**config.mk**
```make
export PLATFORM = sky130hd
export DESIGN_NAME = uwire_eeprom_master
export DESIGN_NICKNAME = d
export VERILOG_FILES = /design/src/rtl/uw_pkg.sv /design/src/rtl/uw_tick_counter.sv /design/src/rtl/uw_frame_shift.sv /design/src/rtl/uw_ctrl_fsm.sv /design/src/rtl/uwire_eeprom_master.sv
export SDC_FILE = /design/constraint.sdc
export NUM_CORES = 1
export LEC_CHECK = 0
export ABC_AREA = 1
export BUFFER_PORTS_ARGS = -buffer_cell sky130_fd_sc_hd__buf_2
export CORE_UTILIZATION = 35
export CTS_CLUSTER_DIAMETER = 50
export CTS_CLUSTER_SIZE = 24
export DETAILED_ROUTE_END_ITERATION = 6
export SLEW_MARGIN = 20
export SYNTH_ARGS = -nofsm -noshare
export SYNTH_HDL_FRONTEND = slang
export SYNTH_HIERARCHICAL = 1
export SYNTH_SLANG_ARGS = --single-unit
export TNS_END_PERCENT = 5
```
**constraint.sdc**
```tcl
create_clock -name clk -period 3.8 [get_ports clk]
set_clock_uncertainty 0.2 [all_clocks]
set_input_delay 0.76 -clock clk [delete_from_list [all_inputs] [get_ports clk]]
set_output_delay 0.76 -clock clk [all_outputs]
set_load 0.05 [all_outputs]
```
**src/rtl/uw_pkg.sv**
```systemverilog
package uw_pkg;

    typedef enum logic [1:0] {
        UW_READ  = 2'd0,
        UW_WRITE = 2'd1,
        UW_WREN  = 2'd2,
        UW_WRDIS = 2'd3
    } uw_cmd_e;

    typedef enum logic [2:0] {
        S_IDLE,
        S_LEAD,
        S_LOW,
        S_HIGH,
        S_CLOSE,
        S_WRWAIT
    } uw_state_e;

    localparam logic [2:0] OPC_READ  = 3'b110;
    localparam logic [2:0] OPC_WRITE = 3'b101;
    localparam logic [2:0] OPC_WEN   = 3'b100;

endpackage

```
**src/rtl/uw_tick_counter.sv**
```systemverilog
module uw_tick_counter #(
    parameter int LIMIT = 4
) (
    input  logic clk,
    input  logic rst_n,
    input  logic en,
    output logic tick
);
    localparam int CW = (LIMIT > 1) ? $clog2(LIMIT) : 1;

    logic [CW-1:0] cnt;

    assign tick = en && (cnt == CW'(LIMIT - 1));

    always_ff @(posedge clk or negedge rst_n) begin
        if (!rst_n) begin
            cnt <= '0;
        end else if (!en || tick) begin
            cnt <= '0;
        end else begin
            cnt <= cnt + CW'(1);
        end
    end

    // the divider never runs past its period
    assert_cnt_range_R6: assert property (@(posedge clk) disable iff (!rst_n)
        32'(cnt) < LIMIT);

endmodule

```
**src/rtl/uw_frame_shift.sv**
```systemverilog
module uw_frame_shift
    import uw_pkg::*;
#(
    parameter int ADDR_W   = 8,
    parameter int SMALL_AW = 6,
    parameter int DATA_W   = 16
) (
    input  logic              clk,
    input  logic              rst_n,
    input  logic              load,
    input  logic [1:0]        cmd,
    input  logic [ADDR_W-1:0] addr,
    input  logic [DATA_W-1:0] wdata,
    input  logic              small_dev,
    input  logic              advance,
    input  logic              sample,
    input  logic              ee_di,
    output logic              tx_bit,
    output logic              last_bit,
    output logic              rx_phase,
    output logic              wr_frame,
    output logic [DATA_W-1:0] rdata
);
    localparam int OP_W    = $bits(OPC_READ);
    localparam int FRAME_W = OP_W + ADDR_W + DATA_W;
    localparam int IDX_W   = $clog2(FRAME_W + 1);
    localparam int PAD     = ADDR_W - SMALL_AW;

    logic [FRAME_W-1:0]  tx_sr, frame_nx;
    logic [IDX_W-1:0]    bit_idx, nbits, hdr_len, nbits_nx, hdr_nx;
    logic                is_read;
    logic [DATA_W-1:0]   rx_sr;
    logic [OP_W-1:0]     opc;
    logic [ADDR_W-1:0]   af_l;
    logic [SMALL_AW-1:0] af_s;
    uw_cmd_e             c;

    always_comb begin
        c = uw_cmd_e'(cmd);
        unique case (c)
            UW_READ:  opc = OPC_READ;
            UW_WRITE: opc = OPC_WRITE;
            default:  opc = OPC_WEN;
        endcase
        unique case (c)
            UW_WREN: begin
                af_l = {2'b11, {(ADDR_W-2){1'b0}}};
                af_s = {2'b11, {(SMALL_AW-2){1'b0}}};
            end
            UW_WRDIS: begin
                af_l = '0;
                af_s = '0;
            end
            default: begin
                af_l = addr;
                af_s = addr[SMALL_AW-1:0];
            end
        endcase
        if (small_dev) begin
            frame_nx = FRAME_W'({opc, af_s, wdata}) << PAD;
            hdr_nx   = IDX_W'(OP_W + SMALL_AW);
        end else begin
            frame_nx = {opc, af_l, wdata};
            hdr_nx   = IDX_W'(OP_W + ADDR_W);
        end
        nbits_nx = ((c == UW_READ) || (c == UW_WRITE)) ? hdr_nx + IDX_W'(DATA_W) : hdr_nx;
    end

    always_ff @(posedge clk or negedge rst_n) begin
        if (!rst_n) begin
            tx_sr    <= '0;
            bit_idx  <= '0;
            nbits    <= IDX_W'(OP_W);
            hdr_len  <= IDX_W'(OP_W);
            is_read  <= 1'b0;
            wr_frame <= 1'b0;
            rx_sr    <= '0;
        end else begin
            if (load) begin
                tx_sr    <= frame_nx;
                bit_idx  <= '0;
                nbits    <= nbits_nx;
                hdr_len  <= hdr_nx;
                is_read  <= (c == UW_READ);
                wr_frame <= (c == UW_WRITE);
                if (c == UW_READ) rx_sr <= '0;
            end else if (advance) begin
                tx_sr   <= tx_sr << 1;
                bit_idx <= bit_idx + IDX_W'(1);
            end
            if (sample) begin
                rx_sr <= {rx_sr[DATA_W-2:0], ee_di};
            end
        end
    end

    assign tx_bit   = tx_sr[FRAME_W-1];
    assign last_bit = (bit_idx == nbits - IDX_W'(1));
    assign rx_phase = is_read && (bit_idx >= hdr_len);
    assign rdata    = rx_sr;

    // the bit index stays inside the frame length chosen at load
    assert_idx_bound_R4: assert property (@(posedge clk) disable iff (!rst_n)
        bit_idx < nbits);

endmodule

```
**src/rtl/uw_ctrl_fsm.sv**
```systemverilog
module uw_ctrl_fsm
    import uw_pkg::*;
(
    input  logic clk,
    input  logic rst_n,
    input  logic start,
    input  logic half_tick,
    input  logic wait_tick,
    input  logic last_bit,
    input  logic rx_phase,
    input  logic wr_frame,
    input  logic tx_bit,
    output logic load,
    output logic advance,
    output logic sample,
    output logic half_en,
    output logic wait_en,
    output logic busy,
    output logic done,
    output logic ee_cs,
    output logic ee_sk,
    output logic ee_do,
    output logic ee_do_en
);
    uw_state_e state, state_nx;

    always_ff @(posedge clk or negedge rst_n) begin
        if (!rst_n) state <= S_IDLE;
        else        state <= state_nx;
    end

    always_comb begin
        state_nx = state;
        unique case (state)
            S_IDLE:   if (start)     state_nx = S_LEAD;
            S_LEAD:   if (half_tick) state_nx = S_LOW;
            S_LOW:    if (half_tick) state_nx = S_HIGH;
            S_HIGH:   if (half_tick) state_nx = last_bit ? S_CLOSE : S_LOW;
            S_CLOSE:  state_nx = wr_frame ? S_WRWAIT : S_IDLE;
            S_WRWAIT: if (wait_tick) state_nx = S_IDLE;
            default:  state_nx = S_IDLE;
        endcase
    end

    always_comb begin
        load     = 1'b0;
        advance  = 1'b0;
        sample   = 1'b0;
        half_en  = 1'b0;
        wait_en  = 1'b0;
        busy     = 1'b1;
        done     = 1'b0;
        ee_cs    = 1'b0;
        ee_sk    = 1'b0;
        ee_do    = 1'b0;
        ee_do_en = 1'b0;
        unique case (state)
            S_IDLE: begin
                busy = 1'b0;
                load = start;
            end
            S_LEAD: begin
                half_en  = 1'b1;
                ee_cs    = 1'b1;
                ee_do_en = 1'b1;
            end
            S_LOW: begin
                half_en  = 1'b1;
                ee_cs    = 1'b1;
                ee_do_en = !rx_phase;
                ee_do    = !rx_phase && tx_bit;
                sample   = half_tick && rx_phase;
            end
            S_HIGH: begin
                half_en  = 1'b1;
                ee_cs    = 1'b1;
                ee_sk    = 1'b1;
                ee_do_en = !rx_phase;
                ee_do    = !rx_phase && tx_bit;
                advance  = half_tick && !last_bit;
            end
            S_CLOSE:  done = 1'b1;
            S_WRWAIT: wait_en = 1'b1;
            default:  busy = 1'b0;
        endcase
    end

    // done lasts one cycle
    assert_done_single_R8: assert property (@(posedge clk) disable iff (!rst_n)
        done |=> !done);
    // done arrives while busy with chip select already low
    assert_done_cs_low_R8: assert property (@(posedge clk) disable iff (!rst_n)
        done |-> (busy && !ee_cs));

endmodule

```
**src/rtl/uwire_eeprom_master.sv**
```systemverilog
module uwire_eeprom_master
    import uw_pkg::*;
#(
    parameter int HALF_CYC   = 4,
    parameter int WRITE_WAIT = 20,
    parameter int ADDR_W     = 8,
    parameter int SMALL_AW   = 6,
    parameter int DATA_W     = 16
) (
    input  logic              clk,
    input  logic              rst_n,
    input  logic              start,
    input  logic [1:0]        cmd,
    input  logic [ADDR_W-1:0] addr,
    input  logic [DATA_W-1:0] wdata,
    input  logic              small_dev,
    input  logic              ee_di,
    output logic              busy,
    output logic              done,
    output logic [DATA_W-1:0] rdata,
    output logic              ee_cs,
    output logic              ee_sk,
    output logic              ee_do,
    output logic              ee_do_en
);
    logic load, advance, sample, half_en, wait_en;
    logic half_tick, wait_tick;
    logic tx_bit, last_bit, rx_phase, wr_frame;

    uw_tick_counter #(.LIMIT(HALF_CYC)) u_half (
        .clk(clk), .rst_n(rst_n), .en(half_en), .tick(half_tick)
    );

    uw_tick_counter #(.LIMIT(WRITE_WAIT)) u_wrwait (
        .clk(clk), .rst_n(rst_n), .en(wait_en), .tick(wait_tick)
    );

    uw_frame_shift #(
        .ADDR_W(ADDR_W), .SMALL_AW(SMALL_AW), .DATA_W(DATA_W)
    ) u_shift (
        .clk(clk), .rst_n(rst_n), .load(load), .cmd(cmd), .addr(addr),
        .wdata(wdata), .small_dev(small_dev), .advance(advance),
        .sample(sample), .ee_di(ee_di), .tx_bit(tx_bit),
        .last_bit(last_bit), .rx_phase(rx_phase), .wr_frame(wr_frame),
        .rdata(rdata)
    );

    uw_ctrl_fsm u_fsm (
        .clk(clk), .rst_n(rst_n), .start(start), .half_tick(half_tick),
        .wait_tick(wait_tick), .last_bit(last_bit), .rx_phase(rx_phase),
        .wr_frame(wr_frame), .tx_bit(tx_bit), .load(load),
        .advance(advance), .sample(sample), .half_en(half_en),
        .wait_en(wait_en), .busy(busy), .done(done), .ee_cs(ee_cs),
        .ee_sk(ee_sk), .ee_do(ee_do), .ee_do_en(ee_do_en)
    );

    // no serial clock outside chip select
    assert_sk_under_cs_R7: assert property (@(posedge clk) disable iff (!rst_n)
        ee_sk |-> ee_cs);
    // an undriven data line carries zero
    assert_do_quiet_R5: assert property (@(posedge clk) disable iff (!rst_n)
        !ee_do_en |-> !ee_do);
    // data is steady across the rising clock
    assert_do_steady_R6: assert property (@(posedge clk) disable iff (!rst_n)
        $rose(ee_sk) |-> $stable(ee_do));

endmodule

```
==> impl_results.md, run 1 <==
* Cell Area, Synth at 3280 sq um
* I/O Buffers at between 50 and 60
* CTS clock-pin slew for the worst setup and hold paths at roughly 70 ps
* WP depth at 11
* GR Util met2 at a little over a quarter
* H-tree depth at 3
* Die Y at 98.8 um
* CTS sink cnt at 63
* Max frequency at 330 MHz
* Crit path DAT at roughly 3000 ps
* Met3 GRT Util at under 10%
* Sequential share of the synthesized area at 48.1%
* Worst Path Required at 3790 ps
* Area delta synth->final at 16.0%
* Iter 0 DRT Violations at 180
* Clk_lat worst skew at 330 ps
* Avg Synthesized Cell Area at approximately 7.4 sq um
* Initial Util at 36.9%
* DRC at 0
* Top cell types by occurrence after synthesis: 185 x nand2_1, 62 x dfrtp_1, 45 x inv_1, 28 x nor2_1, 25 x nand3_1
* Die Wd at 98.8 um
* Post-synthesis cell count at 441
* CTS root buffer: clkbuf_8
* RD Place Congestion at 0.830
* Post-synth net total at 477
* Die ar. at 9760 sq um
* Post-CTS setup buffer count at 0
* CTS tree: yes
* Hold path start: u_half/cnt[0]
* CP max stage cell: dfstp_2
* Result of the run: finished, final reports clean
* Synth Warn # at 6
* I/O Pins at 53
* Final WL at ~7000 um
* FP Rows at 34
* Main area contributors after synthesis: dfrtp_1 47%, nand2_1 21%, inv_1 5.1%
* First-pass GRT wire length at around 13000 um
* Min-delay worst type: reg2reg
* CP Buf/Inv Count at 3
* Wirelength per Cell at ~12 um
* Nets@finish at 529
* Pwr/cell area at 336 nW/um^2
* Sw Pwr at 0.302 mW
* CTS Hold Bufs at 0
* Dpl cells at 590
* Setup crit end kind: flop
* Clock power share at 41.0%
* Vias in the first global route at approximately 2800
* Final cell count without fillers at 606
* Tightest Pin Transition at 806 ps
* Most common cell in the netlist: nand2_1
* Fraction of registers with async set/reset at between 90% and 100%
* RSZ-0062 raised after global routing: false
* Final setup margin at 765 ps
* Vias per cell at 4.69
* Total gr overflow at 0
* Max-Slew Margin vs Limit at 46.3%
* Min Tclk post-route at 3030 ps
* Net Sw Frac at 23.6%
* Period utilisation layout at 79.9%
* Post-route ant nets at 0
* Unique masters post-synth at 32
* Share of total power in combinational logic at 5.2%
* Hold path depth at 1
* Crit-path max FO at 17
* Ant. Diodes at 0
* Worst r2r path cells at 11
* Share of layout cells above drive strength 1 at 19.5%
* GRT Overall Usage at 15.8%
* Max VDD drop at 207 uV
* Kind of critical path: reg2reg
* DP HPWL at 4960 um
* Initial antenna violation count at 0
* Max Cap Viol at 0
* Post-synth EDFFs at 0
* Reg2reg start: u_shift/nbits[1]
* Initial DRT Pass Iterations at 4
* Seq cells post-synth at 63
* PostCTS Resize Cnt at 0
* Crit-path cells: inv_1, ha_1, nand2_1, nand3b_1, nand2_1, a21oi_1, inv_1, nor4_1, clkinv_1, nand2_2, o22ai_1
* Synth top area share at between 40% and 50%
* Largest net degree at the start of global routing at 64
* Fin. Hold Viols at 0
* Slew Viols, Final at 0
* Vias post-DR at roughly 2800
* Clock Path Buffers at 2
* Core area at 8890 sq um
* Internal cell power at about 0.98 mW
* Seq pwr share at 53.9%
* GR met1 Demand/Resource at 20.4%
* Grt peak-use layer: met2
* Crit path launch type: flop
* Critical Path Start: u_shift/nbits[1]
* Pre-CTS setup slack at between 700 and 800 ps
* Biggest cell delay along the critical path at 510 ps
* Final setup viols at 0
* Cell taking the most area after synthesis: dfrtp_1
* Top_reg_cell synth: dfrtp_1
* Setup TNS Final at 0 ps
* Pleak at 2.10 nW
* CP delay by family, top: simple AND/OR/NAND/NOR gates
* Total CTS buffers at 9
-- worst register-to-register path, cell delays in order, from the launching register on --
cell	delay, ps
dfstp_2	510
inv_1	50
ha_1	280
nand2_1	50
nand3b_1	80
nand2_1	50
a21oi_1	200
inv_1	80
nor4_1	370
clkinv_1	490
nand2_2	410
o22ai_1	120
-- logic make-up (layout without fill, tap and decap cells) --
family                   Yosys count  after routing  share of synthesized area (%)
AO/OA/AOI/OAI                     38             38                           6.60
XOR/XNOR                           2              2                          0.534
adder cells (fa/ha/maj)            5              5                           1.91
buffers and inverters             69            126                           8.77
flip-flops                        63             63                           48.1
AND/OR/NAND/NOR                  264            264                           34.1
-- through the flow --
step | util, % | power, mW | hold slack [ps] | area [sq um]
2_1_floorplan | - | 0.729 | 208 | 3280
3_3_place_gp | 40.7 | 0.768 | 220 | 3620
3_5_place_dp | 40.7 | 0.769 | 240 | 3620
4_1_cts | 42.8 | 1.30 | 252 | 3800
5_1_grt | 42.8 | 1.35 | 275 | 3800
6_report | 42.8 | 1.28 | 242 | 3800
-- cells in the final DEF, fill, tap and decap left out --
master / instances
buf_4: 4
dfstp_2: 1
o21ai_2: 1
nor2_2: 4
o22ai_1: 14
nand3_2: 2
a22o_1: 1
clkinv_2: 2
nand3_1: 25
nor2_1: 28
o21ai_1: 2
nor2_4: 1
nand4_1: 5
nor2_8: 1
nand3b_1: 1
nand2_2: 7
a21oi_1: 6
nand4_2: 1
inv_1: 45
xnor2_1: 1
nand2_1: 185
a31oi_1: 1
xor2_1: 1
dfrtp_1: 62
inv_2: 7
buf_2: 52
clkinvlp_4: 3
ha_1: 5
nor3_1: 2
o21ai_0: 13
nor4_1: 2
clkbuf_8: 11
clkinv_1: 2
-- power by group through the flow --
stage,Clock [mW],Combinational [mW],Sequential (mW)
2_1_floorplan,0,0.0288,0.700
3_3_place_gp,0,0.0669,0.701
3_5_place_dp,0,0.0681,0.701
4_1_cts,0.545,0.0684,0.689
5_1_grt,0.578,0.0783,0.690
6_report,0.524,0.0659,0.689
-- registers in the layout, indices dropped and copies added (netlist names) --
register	flops
u_shift/wr_frame	1
u_shift/rdata	16
u_shift/bit_idx	5
u_shift/is_read	1
u_shift/tx_sr	27
u_shift/nbits	3
u_half/cnt	2
u_wrwait/cnt	5
u_fsm/state	3
-- layout make-up --
type | instances | area (sq um)
clock inverter | 5 | 32.5
multi-input combinational | 309 | 1420
tap | 108 | 135
fill | 921 | 5090
sequential | 63 | 1580
inverter | 54 | 203
clock buffer | 11 | 151
timing repair buffer | 56 | 290
-- path summary, 6_finish.rpt --
check | to | slack, ps
max | u_shift/rdata[9] | 770
min | u_half/cnt[0] | 240
max reg2reg | u_shift/rdata[9] | 770
min reg2reg | u_half/cnt[0] | 240
max in group asynchronous | u_shift/bit_idx[0] | 2460
min in group asynchronous | u_fsm/state[2] | 390
-- metal layers --
layer	routed length (um)	part of all wire, %	vias to the layer above
li1	-	-	1482
met1	3450	49	1309
met2	3310	47	45
met3	247	3.5	4
met4	34	0.48	0
met5	0	0	-
Note: power is estimated with default switching activity, not from simulation.
==> inputs of run 2 (changes only) <==
- ABC_AREA: 1 -> 0
- clock period: 3.8 -> 2.8 ns (I/O delays scaled with it)
==> run 2 against run 1 <==
The run now ends with negative setup slack left; first-iteration DRC count shrank 33%; clock power grew 35%; via count shrank 17%; hold slack lost 200 ps.
==> impl_results.md, run 2 <==
* Dpl cells at 435
* Die ar. at 9520 sq um
* Final cell count without fillers at 452
* Reg2reg start: u_shift/nbits[1]
* Commonest non-fill, non-tap cell in the layout: dfrtp_1
* Max reg flops at 27
* Period utilisation layout at 100%
* Crit-path max FO at 3
* Core area at 8760 sq um
* Wirelength per Cell at 14.0 um
* CP max stage cell: dfstp_2
* Flop2flop setup slack at ~330 ps
* Fraction of registers with async set/reset at between 90% and 100%
* Register bank with the most flops: u_shift/tx_sr
* Vias in the first global route at 2207
* Initial Util at 36.5%
* Unique masters post-synth at 49
* Share of layout cells above drive strength 1 at about 27%
* Post-synth net total at 326
* Fin. Hold Viols at 0
* Cell taking the most area after synthesis: dfrtp_1
* Kind of critical path: reg2out
* Slew Viols, Final at 0
* Post-route ant nets at 0
* Clock Path Buffers at 2
* Nets@finish at 375
* Crit path launch type: flop
* Initial DRT Pass Iterations at 4
* Finished Cell Area at 3770 sq um
* Post-synthesis cell count at 290
* Seq cells post-synth at 63
* Min-delay worst type: in2async
* Result of the run: complete, but fails checks
* Failing checks: negative setup slack
* Die Y at approximately 100 um
* Most common cell in the netlist: dfrtp_1
* Crit path DAT at 2050 ps
* Area delta synth->final at 18.1%
* CTS tree: yes
* Final setup margin at -10.7 ps
* First-pass GRT wire length at between 10000 and 15000 um
* Initial antenna violation count at 0
* CTS sink cnt at 63
* Setup crit end kind: output port
* Max frequency at roughly 360 MHz
* Cell Area, Synth at between 3000 and 4000 sq um
* Max Cap Viol at 0
* Main area contributors after synthesis: dfrtp_1 49%, mux2i_1 9.1%, a211oi_1 4.7%
* Top_reg_cell synth: dfrtp_1
* RD Place Congestion at roughly 0.73
* FP Rows at 34
* CTS root buffer: clkbuf_8
* Iter 0 DRT Violations at 121
* Total CTS buffers at 9
* Largest net degree at the start of global routing at 60
* Tightest Pin Transition at roughly 620 ps
* Vias per cell at 5.19
* Vias post-DR at 2345
* Most frequent cells in the layout: 62 x dfrtp_1, 50 x buf_2, 29 x mux2i_1
* DRC at 0
* Pleak at 1.75 nW
* Hold slack at 38.1 ps
* Final WL at 6310 um
* CTS clock-pin slew for the worst setup and hold paths at 70 ps
* Biggest cell delay along the critical path at 520 ps
* CP Buf/Inv Count at 2
* Reg2reg end: u_shift/bit_idx[4]
* Ant. Diodes at 0
* I/O Pins at 53
* Max-Slew Margin vs Limit at between 50% and 60%
* GRT Overall Usage at between 10% and 20%
* Top cell types by occurrence after synthesis: 62 x dfrtp_1, 29 x mux2i_1, 22 x a21oi_1, 21 x nor2b_1, 20 x a211oi_1
* Min Tclk post-route at 2810 ps
* DP HPWL at 4240 um
* Die Wd at 97.6 um
* Final setup viols at 1
* Worst r2r path cells at 9
* CP delay by family, top: flip-flops
* Total gr overflow at 0
* Synth Warn # at 6
* Max VDD drop at 287 uV
* Placed Instance Area at 3560 sq um
* H-tree depth at 3
* Synth top area share at about 49%
* Worst Path Required at 2040 ps
* Crit-path cells: inv_2, ha_4, a211o_1, a211oi_2, nor2_2, and3b_1, buf_6
* Post-synth EDFFs at 0
* Sequential share of the synthesized area at 49.4%
* Finished Core Util at 43.1%
* Avg Synthesized Cell Area at 11.0 sq um
* Setup TNS Final at -10.7 ps
* RSZ-0062 raised after global routing: true
* Pwr/cell area at 836 nW/um^2
* I/O Buffers at 52
* Clk_lat worst skew at 330 ps
## run 2: cells by family (layout without fill, tap and decap cells)
family	Yosys count	after routing	share of synthesized area, %
fa+ha+maj	5	5	1.96
buf+inv	27	81	4.66
flops	63	63	49.4
compound gates	84	84	18.3
mux	31	31	9.91
simple gates	74	74	14.1
xor+xnor	6	6	1.64
## run 2: how the worst max path moves through the flow
stage	from	to	cells after the start
after floorplan	u_shift/nbits[1]	ee_do	6
after global placement	u_shift/nbits[1]	ee_do	7
after detailed placement	u_shift/nbits[1]	ee_do	7
after CTS	u_shift/nbits[1]	ee_do	7
after global routing	u_shift/nbits[1]	ee_do	7
final	u_shift/nbits[1]	ee_do	7
## run 2: power by group
part,internal [mW],switching (mW),total [mW],leakage [nW]
registers,1.17,0.175,1.34,0.799
logic,0.471,0.635,1.11,0.858
clock network,0.367,0.341,0.709,0.0894
## run 2: layout make-up
class / instances / area (sq um)
fill: 855 / 4990
timing repair buffer: 59 / 363
tap: 108 / 135
sequential: 63 / 1580
inverter: 6 / 22.5
clock buffer: 13 / 159
multi-input combinational: 200 / 1500
clock inverter: 3 / 17.5
## run 2: repair_timing
action / in CTS / in global routing
hold buffers: 0 / 0
pin swaps: 3 / 1
setup buffers: 1 / 0
resized for setup: 7 / 1
setup endpoints to repair: 2 / 2
## run 2: metrics by stage
stage / total power, mW / setup WS, ps
3_3_place_gp: 2.41 / 129
2_1_floorplan: 2.18 / 119
3_5_place_dp: 2.43 / 83.4
5_1_grt: 3.38 / -90.3
6_report: 3.16 / -10.7
4_1_cts: 3.18 / -33.9
## run 2: layer usage
layer  routed length [um]  GRT usage [%]  vias to the layer above
li1                     -              -                     1158
met1                 3170           19.7                     1135
met2                 2870           20.4                       47
met3                  210           3.24                        5
met4                   68           5.77                        0
met5                    0              0                        -
==> inputs of run 3 (changes only) <==
- PLACE_DENSITY: default -> 0.61
==> run 3 against run 2 <==
Die area did not move; combinational power barely moved; the run still ends with negative setup slack left; cell count grew 0.22%; final area is 0.43% higher; sequential power barely moved; critical path type unchanged; register-to-register slack got worse by 20 ps.
==> impl_results.md, run 3 (synthesis results as in run 2) <==
* Register bank with the most flops: u_shift/tx_sr
* CTS root buffer: clkbuf_8
* Worst Path Required at just over 2000 ps
* Failing checks: negative setup slack
* FP Rows at 34
* Total gr overflow at 0
* Result of the run: complete, but fails checks
* Final cell count without fillers at between 400 and 500
* Initial Util at 36.5%
* Vias in the first global route at 2289
* Crit-path max FO at 3
* Hold slack at 5.05 ps
* GRT Overall Usage at 14.1%
* Max frequency at 353 MHz
* Dpl cells at 435
* Tightest Pin Transition at 563 ps
* CTS Hold Bufs at 0
* CTS clock-pin slew for the worst setup and hold paths at roughly 70 ps
* Flop2flop setup slack at 310 ps
* Overall Power at 3.17 mW
* Final setup viols at 1
* Die Y at 97.6 um
* Nets@finish at 376
* Ant. Diodes at 0
* Initial DRT Pass Iterations at 4
* Max-Slew Margin vs Limit at 62.5%
* Initial antenna violation count at 0
* Clk_lat worst skew at 340 ps
* Crit path launch type: flop
* Core area at 8760 sq um
* Register area at 1580 sq um
* Min Tclk post-route at 2830 ps
* First-pass GRT wire length at 10800 um
* Min-delay worst type: in2async
* Period utilisation layout at 101%
* Final setup margin at -32.2 ps
* Finished Cell Area at 3790 sq um
* Wirelength per Cell at ~14 um
* I/O Pins at 53
* Pwr/cell area at 836 nW/um^2
* Post-route ant nets at 0
* CTS sink cnt at 63
* Vias per cell at 5.14
* Vias post-DR at 2330
* Placed Instance Area at 3560 sq um
* Max VDD drop at 350 uV
* Total CTS buffers at 9
* H-tree depth at 3
* Fin. Hold Viols at 0
* CTS tree: yes
* Die Wd at around 98 um
* Die ar. at 9520 sq um
* Kind of critical path: reg2out
* Share of layout cells above drive strength 1 at 28.4%
* Max Cap Viol at 0
* Max reg flops at 27
* Area delta synth->final at 18.6%
* I/O Buffers at 52
* Setup crit end kind: output port
* RSZ-0062 raised after global routing: true
* Pleak at 1.75 nW
* Largest net degree at the start of global routing at 60
* Setup TNS Final at -32.2 ps
* Commonest non-fill, non-tap cell in the layout: dfrtp_1
* DRC at 0
* Slew Viols, Final at 0
* Clock Path Buffers at 2
* DP HPWL at 4250 um
* Fillers at between 800 and 900
* Multi-input gate area at 1500 sq um
* Crit path DAT at a little over 2000 ps
* Iter 0 DRT Violations at a little over 90
* Final WL at 6330 um
* Most frequent cells in the layout: 62 x dfrtp_1, 50 x buf_2, 29 x mux2i_1
* RD Place Congestion at 0.738
run 3: cell types whose count changed in the layout (fill, tap and decap cells not counted), sizes merged:
cell / previous run / this run
clkinvlp: 1 / 3
clkbuf: 13 / 11
buf: 59 / 60
run 3: layer usage:
| metal | vias up | global-route usage (%) | part of all wire [%] |
|---|---|---|---|
| met5 | - | 0 | 0 |
| met4 | 0 | 6.11 | 1.4 |
| met3 | 7 | 3.38 | 2.7 |
| met2 | 30 | 21.5 | 48 |
| met1 | 1137 | 19.1 | 48 |
| li1 | 1156 | - | - |
run 3: timing repair:
action	CTS	global route
endpoints found under the hold margin	0	0
setup endpoints to repair	2	2
pin swaps	3	1
setup buffers	2	0
resized for setup	7	2
run 3: stage by stage:
stage | util [%] | worst slack, ps
after global routing | 43.3 | -138
after CTS | 43.2 | -53.8
final | 43.3 | -32.2
after detailed placement | 40.6 | 59.7
after global placement | 40.6 | 111
after floorplan | - | 119
run 3: path summary, 6_finish.rpt:
check | endpoint | from | depth (start not counted)
min in group clk | u_half/cnt[0] | u_half/cnt[0] | 1
setup / recovery | ee_do | u_shift/nbits[1] | 7
hold / removal | u_shift/rdata[13] | rst_n | 1
setup reg to reg | u_shift/bit_idx[4] | u_shift/nbits[1] | 9
max in group asynchronous | u_shift/nbits[1] | rst_n | 2
hold reg to reg | u_half/cnt[0] | u_half/cnt[0] | 1
run 3: layout make-up:
| type | instances | share of cell area (%) |
|---|---|---|
| multi-input combinational | 200 | 39.6 |
| clock buffer | 11 | 3.99 |
| timing repair buffer | 60 | 9.77 |
| sequential | 63 | 41.6 |
| clock inverter | 5 | 0.858 |
| inverter | 6 | 0.594 |
| tap | 108 | 3.56 |
run 3: where the power goes:
part | leakage [nW] | switching [mW] | internal, mW
registers | 0.799 | 0.164 | 1.17
logic | 0.863 | 0.651 | 0.474
clock network | 0.0873 | 0.350 | 0.366
total | 1.75 | 1.17 | 2.01
run 3: worst max-delay path, stage by stage (launching register included):
cell      delay, ps
dfstp_2         530
inv_2            50
ha_4            210
a211o_1         260
a211oi_2        210
nor2_2           90
and3b_2         240
buf_6           150
